**src/rtl/vsi_pkg.sv**
```systemverilog
package vsi_pkg;
    localparam int          NODE_W        = 8;
    localparam int          VERB_W        = 12;
    localparam int          REG_W         = 32;
    localparam int          NUM_REGS      = 2;
    localparam int          BYTES_PER_REG = REG_W / 8;
    localparam int          IDX_W         = $clog2(BYTES_PER_REG);

    localparam logic [NODE_W-1:0] FUNC_GROUP_NODE = 8'h01;

    localparam logic [VERB_W-1:0] V_READ0    = 12'hFA6;
    localparam logic [VERB_W-1:0] V_WR0_BASE = 12'hFA7;
    localparam logic [VERB_W-1:0] V_READ1    = 12'hFAB;
    localparam logic [VERB_W-1:0] V_WR1_BASE = 12'hFAC;
    localparam logic [VERB_W-1:0] V_HOST_IRQ = 12'hF80;

    localparam int TOGGLE_BIT = 31;
    localparam int VALID_BIT  = 30;

    typedef enum logic {IRQ_IDLE = 1'b0, IRQ_PEND = 1'b1} irq_state_e;
endpackage

```
**src/rtl/vsi_decode.sv**
```systemverilog
module vsi_decode
    import vsi_pkg::*;
#(
    parameter bit                NEW_MODE = 1'b0,
    parameter logic [NODE_W-1:0] CVT_NODE = 8'h04
) (
    input  logic              cmd_valid,
    input  logic [NODE_W-1:0] cmd_node,
    input  logic [VERB_W-1:0] cmd_verb,
    output logic              node_hit,
    output logic [NUM_REGS-1:0] rd_sel,
    output logic [NUM_REGS-1:0] wr_sel,
    output logic [IDX_W-1:0]  wr_idx,
    output logic              host_irq_wr
);
    logic [NODE_W-1:0] answer_node;
    logic [VERB_W-1:0] off0, off1;

    generate
        if (NEW_MODE) begin : g_cvt_node
            assign answer_node = CVT_NODE;
        end else begin : g_fg_node
            assign answer_node = FUNC_GROUP_NODE;
        end
    endgenerate

    always_comb begin
        node_hit    = cmd_valid && (cmd_node == answer_node);
        off0        = cmd_verb - V_WR0_BASE;
        off1        = cmd_verb - V_WR1_BASE;
        rd_sel      = '0;
        wr_sel      = '0;
        wr_idx      = '0;
        host_irq_wr = 1'b0;
        if (node_hit) begin
            rd_sel[0] = (cmd_verb == V_READ0);
            rd_sel[1] = (cmd_verb == V_READ1);
            if (cmd_verb >= V_WR0_BASE && off0 < VERB_W'(BYTES_PER_REG)) begin
                wr_sel[0] = 1'b1;
                wr_idx    = off0[IDX_W-1:0];
            end
            if (cmd_verb >= V_WR1_BASE && off1 < VERB_W'(BYTES_PER_REG)) begin
                wr_sel[1] = 1'b1;
                wr_idx    = off1[IDX_W-1:0];
            end
            host_irq_wr = NEW_MODE && (cmd_verb == V_HOST_IRQ);
        end
    end
endmodule

```
**src/rtl/vsi_bank.sv**
```systemverilog
module vsi_bank
    import vsi_pkg::*;
(
    input  logic                clk,
    input  logic                rst_n,
    input  logic [NUM_REGS-1:0] wr_sel,
    input  logic [IDX_W-1:0]    wr_idx,
    input  logic [7:0]          wr_byte,
    output logic [REG_W-1:0]    regs [NUM_REGS]
);
    generate
        for (genvar r = 0; r < NUM_REGS; r++) begin : g_reg
            for (genvar b = 0; b < BYTES_PER_REG; b++) begin : g_byte
                always_ff @(posedge clk) begin
                    if (!rst_n)
                        regs[r][b*8 +: 8] <= '0;
                    else if (wr_sel[r] && wr_idx == IDX_W'(b))
                        regs[r][b*8 +: 8] <= wr_byte;
                end
            end
        end
    endgenerate

    p_single_target_r2: assert property (@(posedge clk) disable iff (!rst_n)
        $onehot0(wr_sel));
endmodule

```
**src/rtl/vsi_irq.sv**
```systemverilog
module vsi_irq
    import vsi_pkg::*;
#(
    parameter bit NEW_MODE = 1'b0
) (
    input  logic clk,
    input  logic rst_n,
    input  logic top_byte_wr,
    input  logic new_b31,
    input  logic old_b31,
    input  logic host_irq_wr,
    input  logic payload_nz,
    input  logic irq_ack,
    output logic irq
);
    irq_state_e state, state_nx;
    logic       trig;

    always_comb begin
        if (NEW_MODE)
            trig = host_irq_wr && payload_nz;
        else
            trig = top_byte_wr && (new_b31 != old_b31);
    end

    always_ff @(posedge clk) begin
        if (!rst_n) state <= IRQ_IDLE;
        else        state <= state_nx;
    end

    always_comb begin
        state_nx = state;
        unique case (state)
            IRQ_IDLE: if (trig && !irq_ack) state_nx = IRQ_PEND;
            IRQ_PEND: if (irq_ack)          state_nx = IRQ_IDLE;
            default:                        state_nx = IRQ_IDLE;
        endcase
    end

    always_comb irq = (state == IRQ_PEND);

    p_ack_wins_r8: assert property (@(posedge clk) disable iff (!rst_n)
        irq_ack |=> !irq);
    p_sticky_r8: assert property (@(posedge clk) disable iff (!rst_n)
        (irq && !irq_ack) |=> irq);
endmodule

```
**src/rtl/verb_scratch_irq.sv**
```systemverilog
module verb_scratch_irq
    import vsi_pkg::*;
#(
    parameter bit                NEW_MODE = 1'b0,
    parameter logic [NODE_W-1:0] CVT_NODE = 8'h04
) (
    input  logic              clk,
    input  logic              rst_n,
    input  logic              cmd_valid,
    input  logic [NODE_W-1:0] cmd_node,
    input  logic [VERB_W-1:0] cmd_verb,
    input  logic [7:0]        cmd_data,
    output logic              rsp_valid,
    output logic [REG_W-1:0]  rsp_data,
    output logic [REG_W-1:0]  scratch0,
    output logic [REG_W-1:0]  scratch1,
    output logic              fmt_valid,
    output logic [15:0]       fmt_code,
    output logic              irq,
    input  logic              irq_ack
);
    logic                node_hit;
    logic [NUM_REGS-1:0] rd_sel, wr_sel;
    logic [IDX_W-1:0]    wr_idx;
    logic                host_irq_wr;
    logic [REG_W-1:0]    regs [NUM_REGS];
    logic [REG_W-1:0]    rd_word;

    vsi_decode #(.NEW_MODE(NEW_MODE), .CVT_NODE(CVT_NODE)) u_dec (
        .cmd_valid  (cmd_valid),
        .cmd_node   (cmd_node),
        .cmd_verb   (cmd_verb),
        .node_hit   (node_hit),
        .rd_sel     (rd_sel),
        .wr_sel     (wr_sel),
        .wr_idx     (wr_idx),
        .host_irq_wr(host_irq_wr)
    );

    vsi_bank u_bank (
        .clk    (clk),
        .rst_n  (rst_n),
        .wr_sel (wr_sel),
        .wr_idx (wr_idx),
        .wr_byte(cmd_data),
        .regs   (regs)
    );

    vsi_irq #(.NEW_MODE(NEW_MODE)) u_irq (
        .clk        (clk),
        .rst_n      (rst_n),
        .top_byte_wr(wr_sel[0] && wr_idx == IDX_W'(BYTES_PER_REG - 1)),
        .new_b31    (cmd_data[7]),
        .old_b31    (regs[0][TOGGLE_BIT]),
        .host_irq_wr(host_irq_wr),
        .payload_nz (cmd_data != 8'h00),
        .irq_ack    (irq_ack),
        .irq        (irq)
    );

    always_comb begin
        rd_word = '0;
        for (int r = 0; r < NUM_REGS; r++)
            if (rd_sel[r]) rd_word = regs[r];
    end

    always_ff @(posedge clk) begin
        if (!rst_n) begin
            rsp_valid <= 1'b0;
            rsp_data  <= '0;
        end else begin
            rsp_valid <= cmd_valid;
            rsp_data  <= rd_word;
        end
    end

    assign scratch0  = regs[0];
    assign scratch1  = regs[1];
    assign fmt_code  = regs[0][15:0];
    assign fmt_valid = regs[0][VALID_BIT];

    p_rsp_follows_cmd_r10: assert property (@(posedge clk) disable iff (!rst_n)
        cmd_valid |=> rsp_valid);
    p_rsp_idle_r10: assert property (@(posedge clk) disable iff (!rst_n)
        !cmd_valid |=> !rsp_valid);
    p_foreign_quiet_r6: assert property (@(posedge clk) disable iff (!rst_n)
        (cmd_valid && !node_hit) |=> (rsp_data == '0 && $stable(scratch0) && $stable(scratch1)));
    p_irq_cause_r4: assert property (@(posedge clk) disable iff (!rst_n)
        $rose(irq) |-> $past(cmd_valid && !irq_ack));
    p_mode_trigger_r5: assert property (@(posedge clk) disable iff (!rst_n)
        (NEW_MODE && cmd_verb != V_HOST_IRQ) |=> !$rose(irq));
    p_legacy_f80_r7: assert property (@(posedge clk) disable iff (!rst_n)
        (!NEW_MODE && cmd_valid && cmd_verb == V_HOST_IRQ && !irq) |=> !irq);
endmodule

```
**config.mk**
```make
export PLATFORM = sky130hd
export DESIGN_NAME = verb_scratch_irq
export DESIGN_NICKNAME = d
export VERILOG_FILES = /design/src/rtl/vsi_pkg.sv /design/src/rtl/vsi_decode.sv /design/src/rtl/vsi_bank.sv /design/src/rtl/vsi_irq.sv /design/src/rtl/verb_scratch_irq.sv
export SDC_FILE = /design/constraint.sdc
export NUM_CORES = 1
export LEC_CHECK = 0
export ABC_AREA = 0
export BUFFER_PORTS_ARGS = -buffer_cell sky130_fd_sc_hd__buf_2
export CORE_MARGIN = 2
export CORE_UTILIZATION = 40
export DETAILED_ROUTE_END_ITERATION = 8
export MAX_ROUTING_LAYER = met4
export PLACE_DENSITY_LB_ADDON = 0.15
export SETUP_SLACK_MARGIN = 0.02
export SLEW_MARGIN = 20
export SYNTH_ARGS = -nofsm -noshare
export SYNTH_HDL_FRONTEND = slang
export SYNTH_HIERARCHICAL = 1
export SYNTH_SLANG_ARGS = --single-unit
export TNS_END_PERCENT = 1
```
**constraint.sdc**
```tcl
create_clock -name clk -period 4.4 [get_ports clk]
set_clock_uncertainty 0.2 [all_clocks]
set_input_delay 1.1 -clock clk [delete_from_list [all_inputs] [get_ports clk]]
set_output_delay 1.1 -clock clk [all_outputs]
set_load 0.005 [all_outputs]
```
==> flow_metrics.py <==
metrics = {
    "status": {
        "status": "completed",
    },
    "power_and_ir_drop": {
        "p_leak_nw": 2.62,
        "power.density_nw_per_um2": 347,
        "finalPower_mw": 1.64,
        "vdd_drop_max_uv": 137,
    },
    "global_route": {
        "grt_pass1_vias": 2743,
        "grt_pass1_wl_um": 14300,
        "antenna_found_initial": 0,
        "grt_max_degree": 77,
        "grt_usage_pct": 18.4,
        "overflow": 0,
    },
    "routing": {
        "wl_per_cell_um": 15.1,
        "drc": 0,
        "wl_um": 9260,
        "dr.pass1.iters": 6,
        "vias": 2976,
        "viasPerCell": 4.85,
        "postRouteAntennaNets": 0,
        "drt_iter0_drc": 114,
    },
    "clock_network": {
        "cts.path.max_buffers": 2,
        "clk_latency_ps": 360,
        "cts_made_buffers": 9,
        "cts_hold_buf": 0,
        "cts-htree-levels": 3,
        "path_clk_slew_ps": 90,
        "cts.sinks": 98,
        "cts_tree": "done",
        "clockRootBuffer": "clkbuf_8",
        "cts_setup_buffers": 0,
        "ctsResizeCount": 0,
    },
    "worst_hold_path": {
        "hp-start": "u_bank/regs[3]$_SDFFE_PN0P_",
        "min_delay_path_depth": 2,
        "hold_path_class": "reg -> reg",
        "hold_end": "u_bank/regs[3]$_SDFFE_PN0P_",
    },
    "sta": {
        "finalWorstSetupSlack_ps": 711,
        "min_period_ps": 3690,
        "hold_ws_ps": 276,
        "clock.fmax_ghz": 0.271,
        "final.period_utilization_pct": 83.8,
        "grt_setup_unrepaired": "false",
        "setup_viol": 0,
        "slew_violations": 0,
        "worst_pin_slew_ps": 753,
        "max_slew_margin_pct": 49.8,
        "hold_violations": 0,
        "setup_tns_ps": 0,
    },
    "die": {
        "start_util_pct": 41.6,
        "fp.dieH_um": 102,
        "rows": 35,
        "die_area_sq_um": 10500,
        "coreArea_sq_um": 9330,
        "die_w_um": 102,
        "io_pins": 147,
    },
    "setup_path": {
        "r2r-end": "u_irq/irq$_SDFF_PN0_",
        "crit_fanout": 9,
        "critPathKind": "in -> reg",
        "r2r_start": "u_bank/regs[63]$_SDFFE_PN0P_",
        "worstSetupEndpointType": "flip-flop",
        "reg2reg_slack_ps": 3470,
        "crit_arrival_ps": 3720,
        "r2r_cells": 2,
        "cp.required_ps": 4430,
        "setup.worst_path.start_class": "input pin",
    },
    "placement": {
        "dpl_worst_slack_ps": 391,
        "dpl_cell_area_sq_um": 4480,
        "hpwl_um": 6400,
        "gp_congestion": 0.834,
        "portBuffers": 146,
    },
    "yosys": {
        "syn_nets": 398,
        "synth.cell_area_sq_um": 3880,
        "yosys_warnings": 6,
        "postSynthAreaPerCell_sq_um": 10.7,
        "netlist_instances": 363,
    },
    "layout": {
        "antenna_cells": 0,
        "syn_to_final_growth_pct": 21.8,
        "final_area_sq_um": 4730,
        "nFillCells": 893,
        "drive_gt1_share_pct": 35.5,
        "nNetsFinal": 515,
    },
    "job": {
        "drv_cap": 0,
    },
}
## cell type report
type                       count  area [sq um]  area share, %
clock buffer                   9           124           2.62
clock inverter                 7           124           2.62
inverter                       3          11.3          0.238
multi-input combinational    220          1600           33.8
sequential                    98          1960           41.5
tap                          129           161           3.41
timing repair buffer         148           746           15.8
## where the power goes
group / switching [mW] / leakage [nW] / internal [mW]
Clock: 0.314 / 0.120 / 0.382
Combinational: 0.0395 / 1.71 / 0.0190
Sequential: 0.000204 / 0.789 / 0.887
## layout by cell type (no fill, tap or decap), types with 2 or more instances in the layout
cell       instances
or4_1              2
nor3_1             4
buf_2            146
or3b_1             2
bufinv_16          3
a31oi_1            2
inv_1              3
nand2_1           76
a31o_1             2
and3_1             2
nand3_2            2
nand3_1            2
ha_1               3
clkbuf_8           9
nor2_1             4
nand3b_1           6
buf_4              2
dfxtp_1           98
a22o_1            32
mux2i_1           65
inv_6              2
## stage by stage
stage,instances,utilization (%)
global route,614,50.7
floorplan,363,-
detailed placement,598,48.0
global placement,598,48.0
CTS,614,50.7
finish,614,50.7
## flip-flops by register name (all words and copies together) (netlist names)
name	count
rsp_data	32
rsp_valid	1
u_bank/regs	64
u_irq/irq	1
## routing by layer
metal  share of wire [%]  routed length [um]  vias to the layer above  global-route usage [%]
met5                   0                   0                        -                       -
met4                 1.0                  93                        0                    4.92
met3                 5.6                 515                        6                    4.14
met2                  46                4220                      105                    28.1
met1                  48                4440                     1394                    24.7
li1                    -                   -                     1471                       -
## worst max-delay path by stage
stage                startpoint                           end  cells past startpoint
floorplan           cmd_verb[0]  u_bank/regs[10]$_SDFFE_PN0P_                      9
global placement    cmd_verb[0]  u_bank/regs[46]$_SDFFE_PN0P_                      8
detailed placement  cmd_verb[0]  u_bank/regs[18]$_SDFFE_PN0P_                      8
CTS                 cmd_verb[0]  u_bank/regs[18]$_SDFFE_PN0P_                      8
global route        cmd_verb[0]  u_bank/regs[41]$_SDFFE_PN0P_                      8
finish              cmd_verb[0]  u_bank/regs[19]$_SDFFE_PN0P_                      8
## critical path: stages
cell and delay [ps]:
buf_2 120, ha_1 260, or3_1 360, a211o_1 330
nor4_4 420, a31o_1 400, nand3b_1 480, mux2i_1 240
Power figures use the tool's default switching activity.
